`config.mk`:
```
export PLATFORM = sky130hd
export DESIGN_NAME = zero_sweeper
export DESIGN_NICKNAME = d
export VERILOG_FILES = /design/src/rtl/zs_pkg.sv /design/src/rtl/zs_fifo.sv /design/src/rtl/zs_sweep.sv /design/src/rtl/zero_sweeper.sv
export SDC_FILE = /design/constraint.sdc
export NUM_CORES = 1
export LEC_CHECK = 0
export ABC_AREA = 1
export BUFFER_PORTS_ARGS = -buffer_cell sky130_fd_sc_hd__buf_2
export CORE_MARGIN = 2
export CORE_UTILIZATION = 25
export DETAILED_ROUTE_END_ITERATION = 10
export SETUP_SLACK_MARGIN = 0.02
export SYNTH_ARGS = -nofsm -noshare
export SYNTH_HDL_FRONTEND = slang
export SYNTH_SLANG_ARGS = --single-unit
```
`constraint.sdc`:
```
create_clock -name clk -period 8.29 [get_ports clk]
set_clock_uncertainty 0.1 [all_clocks]
set_input_delay 1.2435 -clock clk [delete_from_list [all_inputs] [get_ports clk]]
set_output_delay 1.2435 -clock clk [all_outputs]
set_load 0.02 [all_outputs]
```
`src/rtl/zs_pkg.sv`:
```
package zs_pkg;
    localparam int ZS_ADDR_W     = 32;
    localparam int ZS_CNT_W      = 8;
    localparam int ZS_SEL_W      = 2;
    localparam int ZS_LINE_SHIFT = 6;
    localparam int ZS_BASE_SHIFT = 12;
    localparam int ZS_MAX_SHIFT  = ZS_BASE_SHIFT + 2 * ((1 << ZS_SEL_W) - 1);
    localparam int ZS_LINE_IDX_W = ZS_MAX_SHIFT - ZS_LINE_SHIFT;

    typedef logic [ZS_SEL_W-1:0] size_sel_t;

    typedef struct packed {
        logic [ZS_ADDR_W-1:0] base;
        logic [ZS_CNT_W-1:0]  pages;
        size_sel_t            sel;
    } range_t;

    function automatic int page_shift(input size_sel_t s);
        return ZS_BASE_SHIFT + 2 * int'(s);
    endfunction

    function automatic logic [ZS_ADDR_W-1:0] page_bytes(input size_sel_t s);
        return ZS_ADDR_W'(1) << page_shift(s);
    endfunction

    function automatic logic [ZS_ADDR_W-1:0] page_mask(input size_sel_t s);
        return page_bytes(s) - ZS_ADDR_W'(1);
    endfunction

    function automatic logic [ZS_LINE_IDX_W-1:0] last_line(input size_sel_t s);
        return (ZS_LINE_IDX_W'(1) << (page_shift(s) - ZS_LINE_SHIFT)) - ZS_LINE_IDX_W'(1);
    endfunction
endpackage

```
`src/rtl/zs_fifo.sv`:
```
module zs_fifo #(
    parameter int W     = 8,
    parameter int DEPTH = 8
) (
    input  logic         clk,
    input  logic         rst,
    input  logic         push,
    input  logic [W-1:0] din,
    input  logic         pop,
    output logic [W-1:0] dout,
    output logic         full,
    output logic         empty
);
    localparam int PW = (DEPTH > 1) ? $clog2(DEPTH) : 1;
    localparam int CW = $clog2(DEPTH + 1);

    logic [W-1:0]  mem [DEPTH];
    logic [PW-1:0] wp, rp;
    logic [CW-1:0] cnt;

    function automatic logic [PW-1:0] nxt(input logic [PW-1:0] p);
        return (p == PW'(DEPTH - 1)) ? '0 : p + 1'b1;
    endfunction

    always_ff @(posedge clk) begin
        if (rst) begin
            wp  <= '0;
            rp  <= '0;
            cnt <= '0;
        end else begin
            if (push) wp <= nxt(wp);
            if (pop)  rp <= nxt(rp);
            cnt <= cnt + CW'(push) - CW'(pop);
        end
    end

    always_ff @(posedge clk) begin
        if (push) mem[wp] <= din;
    end

    assign dout  = mem[rp];
    assign full  = (cnt == CW'(DEPTH));
    assign empty = (cnt == '0);
endmodule

```
`src/rtl/zs_sweep.sv`:
```
module zs_sweep
    import zs_pkg::*;
(
    input  logic                 clk,
    input  logic                 rst,
    input  logic                 rq_empty,
    input  range_t               rq_head,
    output logic                 rq_pop,
    input  logic                 mc_idle,
    input  logic                 wr_ready,
    input  logic                 cq_full,
    output logic                 wr_valid,
    output logic [ZS_ADDR_W-1:0] wr_addr,
    output logic                 cq_push,
    output logic [ZS_ADDR_W-1:0] cq_addr,
    output logic                 active
);
    logic [ZS_ADDR_W-1:0]     page_base;
    logic [ZS_CNT_W-1:0]      pages_left;
    logic [ZS_LINE_IDX_W-1:0] line_idx;
    size_sel_t                sel;
    logic                     accept;
    logic                     end_of_page;

    assign rq_pop      = !active && !rq_empty;
    assign accept      = wr_valid && wr_ready;
    assign end_of_page = (line_idx == last_line(sel));
    assign wr_addr     = page_base + (ZS_ADDR_W'(line_idx) << ZS_LINE_SHIFT);
    assign cq_push     = accept && end_of_page;
    assign cq_addr     = page_base;

    always_ff @(posedge clk) begin
        if (rst) begin
            active     <= 1'b0;
            wr_valid   <= 1'b0;
            page_base  <= '0;
            pages_left <= '0;
            line_idx   <= '0;
            sel        <= '0;
        end else if (rq_pop) begin
            active     <= 1'b1;
            page_base  <= rq_head.base;
            pages_left <= rq_head.pages;
            sel        <= rq_head.sel;
            line_idx   <= '0;
        end else if (accept) begin
            wr_valid <= 1'b0;
            if (end_of_page) begin
                line_idx   <= '0;
                page_base  <= page_base + page_bytes(sel);
                pages_left <= pages_left - 1'b1;
                if (pages_left == ZS_CNT_W'(1)) active <= 1'b0;
            end else begin
                line_idx <= line_idx + 1'b1;
            end
        end else if (active && !wr_valid && mc_idle && !cq_full) begin
            wr_valid <= 1'b1;
        end
    end
endmodule

```
`src/rtl/zero_sweeper.sv`:
```
module zero_sweeper
    import zs_pkg::*;
#(
    parameter int REQ_DEPTH  = 8,
    parameter int DONE_DEPTH = 8
) (
    input  logic                         clk,
    input  logic                         rst,
    input  logic                         push_valid,
    input  logic [ZS_ADDR_W-1:0]         push_base,
    input  logic [ZS_CNT_W-1:0]          push_pages,
    input  logic [ZS_SEL_W-1:0]          push_size,
    output logic                         push_ok,
    output logic                         push_rej_full,
    output logic                         push_rej_bad,
    input  logic                         mc_idle,
    output logic                         wr_valid,
    output logic [ZS_ADDR_W-1:0]         wr_addr,
    output logic [(8<<ZS_LINE_SHIFT)-1:0] wr_data,
    output logic                         wr_nocache,
    input  logic                         wr_ready,
    output logic                         done_valid,
    output logic [ZS_ADDR_W-1:0]         done_addr,
    input  logic                         done_pop,
    output logic                         busy
);
    range_t               in_rng, rq_head;
    logic                 rq_full, rq_empty, rq_pop, rq_push, push_bad;
    logic                 cq_push, cq_full, cq_empty;
    logic [ZS_ADDR_W-1:0] cq_addr;
    logic                 sw_active;

    assign in_rng   = '{base: push_base, pages: push_pages, sel: push_size};
    assign push_bad = ((push_base & page_mask(push_size)) != '0) || (push_pages == '0);
    assign rq_push  = push_valid && !push_bad && !rq_full;

    always_ff @(posedge clk) begin
        if (rst) begin
            push_ok       <= 1'b0;
            push_rej_full <= 1'b0;
            push_rej_bad  <= 1'b0;
        end else begin
            push_ok       <= rq_push;
            push_rej_bad  <= push_valid && push_bad;
            push_rej_full <= push_valid && !push_bad && rq_full;
        end
    end

    zs_fifo #(.W($bits(range_t)), .DEPTH(REQ_DEPTH)) u_req (
        .clk(clk), .rst(rst), .push(rq_push), .din(in_rng), .pop(rq_pop),
        .dout(rq_head), .full(rq_full), .empty(rq_empty)
    );

    zs_sweep u_sweep (
        .clk(clk), .rst(rst), .rq_empty(rq_empty), .rq_head(rq_head), .rq_pop(rq_pop),
        .mc_idle(mc_idle), .wr_ready(wr_ready), .cq_full(cq_full),
        .wr_valid(wr_valid), .wr_addr(wr_addr), .cq_push(cq_push),
        .cq_addr(cq_addr), .active(sw_active)
    );

    zs_fifo #(.W(ZS_ADDR_W), .DEPTH(DONE_DEPTH)) u_done (
        .clk(clk), .rst(rst), .push(cq_push), .din(cq_addr),
        .pop(done_pop && !cq_empty), .dout(done_addr),
        .full(cq_full), .empty(cq_empty)
    );

    assign done_valid = !cq_empty;
    assign wr_data    = '0;
    assign wr_nocache = wr_valid;
    assign busy       = !rq_empty || sw_active;
endmodule

```
==> results.cfg <==
[timing]
hold_viol = 0
worst_slack_ns = 3.01
relSlewSlack_pct = 35.7
worst-slew-pin-transition_ns = 0.958
finalSetupViolCount = 0
max_freq_mhz = 189
fin_setup_tns_ns = 0
rsz0062_at_grt = no
drv_slew = 0
period_share_pct = 63.7
period_needed_ns = 5.28

[placed_design]
post-place-cells = 5057
gp_congestion = 0.840
placed_cell_area_um2 = 34100
dpl.hpwl_um = 56100
post-place-ws_ns = 3.51
io_buffers = 118

[drt]
wl_um = 87000
drt-pass1-iter-count = 5
final_antenna_net_count = 0
via_per_inst = 4.28
wire_per_inst_um = 16.8
drt_iter0_markers = 1984
drc = 0
num_vias = 22200

[cts]
cts_hold_buf = 0
root_buffer = clkbuf_16
htreeDepth = 3
cts_inserted_buffers = 68
postCtsResizedCells = 0
clock_latency_ns = 0.62
cts_sinks = 677
cts_buffer_depth = 3
tritoncts = built
post-cts-setup-buffers = 0
clk_pin_slew_worst_paths_ns = 0.06

[pwr]
p_int_mw = 6.73
power_density_nw_per_um2 = 314
ir_worst_vdd_uv = 198
combPwrFrac_pct = 34.3
power.switching_mw = 4.62
swShare_pct = 40.7
clkPwrFrac_pct = 26.2
leakagePower_nw = 13.7
seq_power_share_pct = 39.4

[setup_path]
cp-end-kind = output port
crit_fanout = 65
crit-reg2reg-launch = u_req.cnt[2]$_SDFF_PP0_
rrSetupSlack_ns = 4.91
critPathCapture = done_addr[23]
cp.required_ns = 6.95
cp-start-kind = register
path_class = reg2out
reg2reg_depth = 12
critPathArrivalTime_ns = 3.94
worstReg2RegEnd = u_req.cnt[2]$_SDFF_PP0_

[die]
dieHeight_um = 370
initial_core_util_pct = 25.1
rows = 134
dieArea_um2 = 137000
core_area_um2 = 133000
die_width_um = 370
io_pins = 631

[global_routing]
grt_pass1_wl_um = 127000
grt_pass1_vias = 19900
track_usage_pct = 12.2
grt.overflow.total = 0
grt_max_degree = 110
grt_antenna_before_repair = 28

[cells_and_area]
syn2layout_area_growth_pct = 8.27
layout-drive-gt1-share_pct = 8.50
final_cell_count_no_fill = 5184
fin_util_pct = 27.2
layout.nets = 3464
final_area_um2 = 36200

[synthesis]
synth_edf_count = 592
syn_inst = 3270
synthArstFlopShare_pct = 0
synth_ff_type = edfxtp_1
synth_cell_type_count = 48
syn_area_per_cell_um2 = 10.2
ys_seq_elements = 677
synth_warnings = 0
netlist_area_um2 = 33400
yosysSeqAreaShare_pct = 58.3

[hold_path]
hold_class = reg2reg

[outcome]
status = completed

[job]
drv_cap = 0
## layout make-up
cell class	instances	area [um^2]
clock inverters	36	290
repair buffers	156	876
inverters	150	568
flip-flops and latches	677	19500
fillers	13900	96900
well taps	1768	2210
clock buffers	87	1820
diodes	4	10.0
multi-input cells	2306	10900
## placed cells by master, fill, tap and decap left out, drive strengths merged, types with 2 or more instances in the layout
| cell type | Yosys | final |
|---|---|---|
| clkinv | 3 | 26 |
| a211oi | 6 | 6 |
| bufinv | 0 | 3 |
| o21bai | 5 | 5 |
| edfxtp | 592 | 592 |
| and3 | 2 | 2 |
| buf | 577 | 156 |
| conb | 2 | 526 |
| a21oi | 59 | 59 |
| o21a | 2 | 2 |
| nor4 | 4 | 4 |
| xor2 | 20 | 20 |
| o22ai | 49 | 49 |
| o221ai | 38 | 38 |
| dfxtp | 85 | 85 |
| o21ai | 379 | 379 |
| and2 | 4 | 4 |
| nand4 | 20 | 20 |
| nand2 | 317 | 317 |
| or2 | 4 | 4 |
| nor3 | 28 | 28 |
| nand3 | 109 | 109 |
| ha | 54 | 54 |
| clkbuf | 84 | 87 |
| nor3b | 5 | 5 |
| inv | 147 | 152 |
| xnor2 | 10 | 10 |
| diode | 0 | 4 |
| nor2 | 578 | 578 |
| fa | 3 | 3 |
| o211ai | 39 | 39 |
| nand3b | 4 | 4 |
| o211a | 2 | 2 |
| clkinvlp | 0 | 5 |
| a31oi | 36 | 36 |
## state kept, by name, indices dropped and copies added, names as in the netlist, named ones only
name                count
u_done.mem            256
u_sweep.wr_valid        1
u_done.cnt              4
u_req.rp                3
u_sweep.active          1
u_req.cnt               4
u_done.wp               3
u_req.wp                3
u_sweep.pages_left      8
push_rej_full           1
u_sweep.line_idx       12
u_sweep.cq_addr        32
push_rej_bad            1
u_sweep.sel             2
push_ok                 1
u_done.rp               3
u_req.mem             336
## synthesized netlist by cell type (all sizes together), types with 10 or more instances
master,count,area share [%]
a21oi,59,0.88
a31oi,36,0.67
buf,577,13
clkbuf,84,0.95
dfxtp,85,5.1
edfxtp,592,53
ha,54,2.0
inv,147,1.7
nand2,317,3.6
nand3,109,1.6
nand4,20,0.37
nor2,578,6.5
nor3,28,0.43
o211ai,39,0.88
o21ai,379,5.7
o221ai,38,1.0
o22ai,49,0.92
xnor2,10,0.26
xor2,20,0.52
## through the flow
| stage | hold WS (ns) | power, mW |
|---|---|---|
| after CTS | 0.411 | 11.4 |
| after floorplan | 0.382 | 7.16 |
| after global routing | 0.440 | 12.1 |
| after detailed placement | 0.393 | 8.45 |
| final | 0.411 | 11.3 |
| after global placement | 0.391 | 8.40 |
## worst max-delay path, cell delays in order, from the launching register on
cell      delay (ns)
dfxtp_2         0.31
buf_4           0.59
clkinv_1        0.90
buf_4           0.56
nor2_1          0.15
o21ai_0         0.08
a31oi_1         0.45
buf_2           0.26
## how the worst min path moves through the flow
| stage | to | from | cells after the start |
|---|---|---|---|
| floorplan | register | u_req.rp[1]$_SDFFE_PP0P_ | 2 |
| global placement | register | u_req.rp[1]$_SDFFE_PP0P_ | 2 |
| detailed placement | register | u_req.rp[1]$_SDFFE_PP0P_ | 2 |
| CTS | u_req.rp[1]$_SDFFE_PP0P_ | u_req.rp[1]$_SDFFE_PP0P_ | 2 |
| global route | u_req.rp[1]$_SDFFE_PP0P_ | u_req.rp[1]$_SDFFE_PP0P_ | 2 |
| finish | u_req.rp[1]$_SDFFE_PP0P_ | u_req.rp[1]$_SDFFE_PP0P_ | 2 |
## power by group through the flow
stage                     clock network [mW]  registers (mW)  logic (mW)
final                                   2.98            4.47        3.90
after global routing                    3.18            4.52        4.36
after CTS                               3.04            4.48        3.92
after detailed placement                   0            4.55        3.91
after global placement                     0            4.54        3.87
after floorplan                            0            4.27        2.89
## cells by family (layout without fill, tap and decap cells)
group	after synthesis	in the layout	synth area share (%)
fa+ha+maj	57	57	2.20
buf+inv	811	429	15.2
xor+xnor	30	30	0.786
other cells	2	530	0.0225
simple gates	1076	1076	13.1
flops	677	677	58.3
compound gates	617	617	10.4
## metal layers
metal / GRT usage, % / part of all wire, %
met1: 16.8 / 44
met2: 19.4 / 46
met3: 3.10 / 8.4
met4: 2.62 / 1.8
met5: 0 / 0.14
No activity file was read; power rests on OpenSTA's default activity.
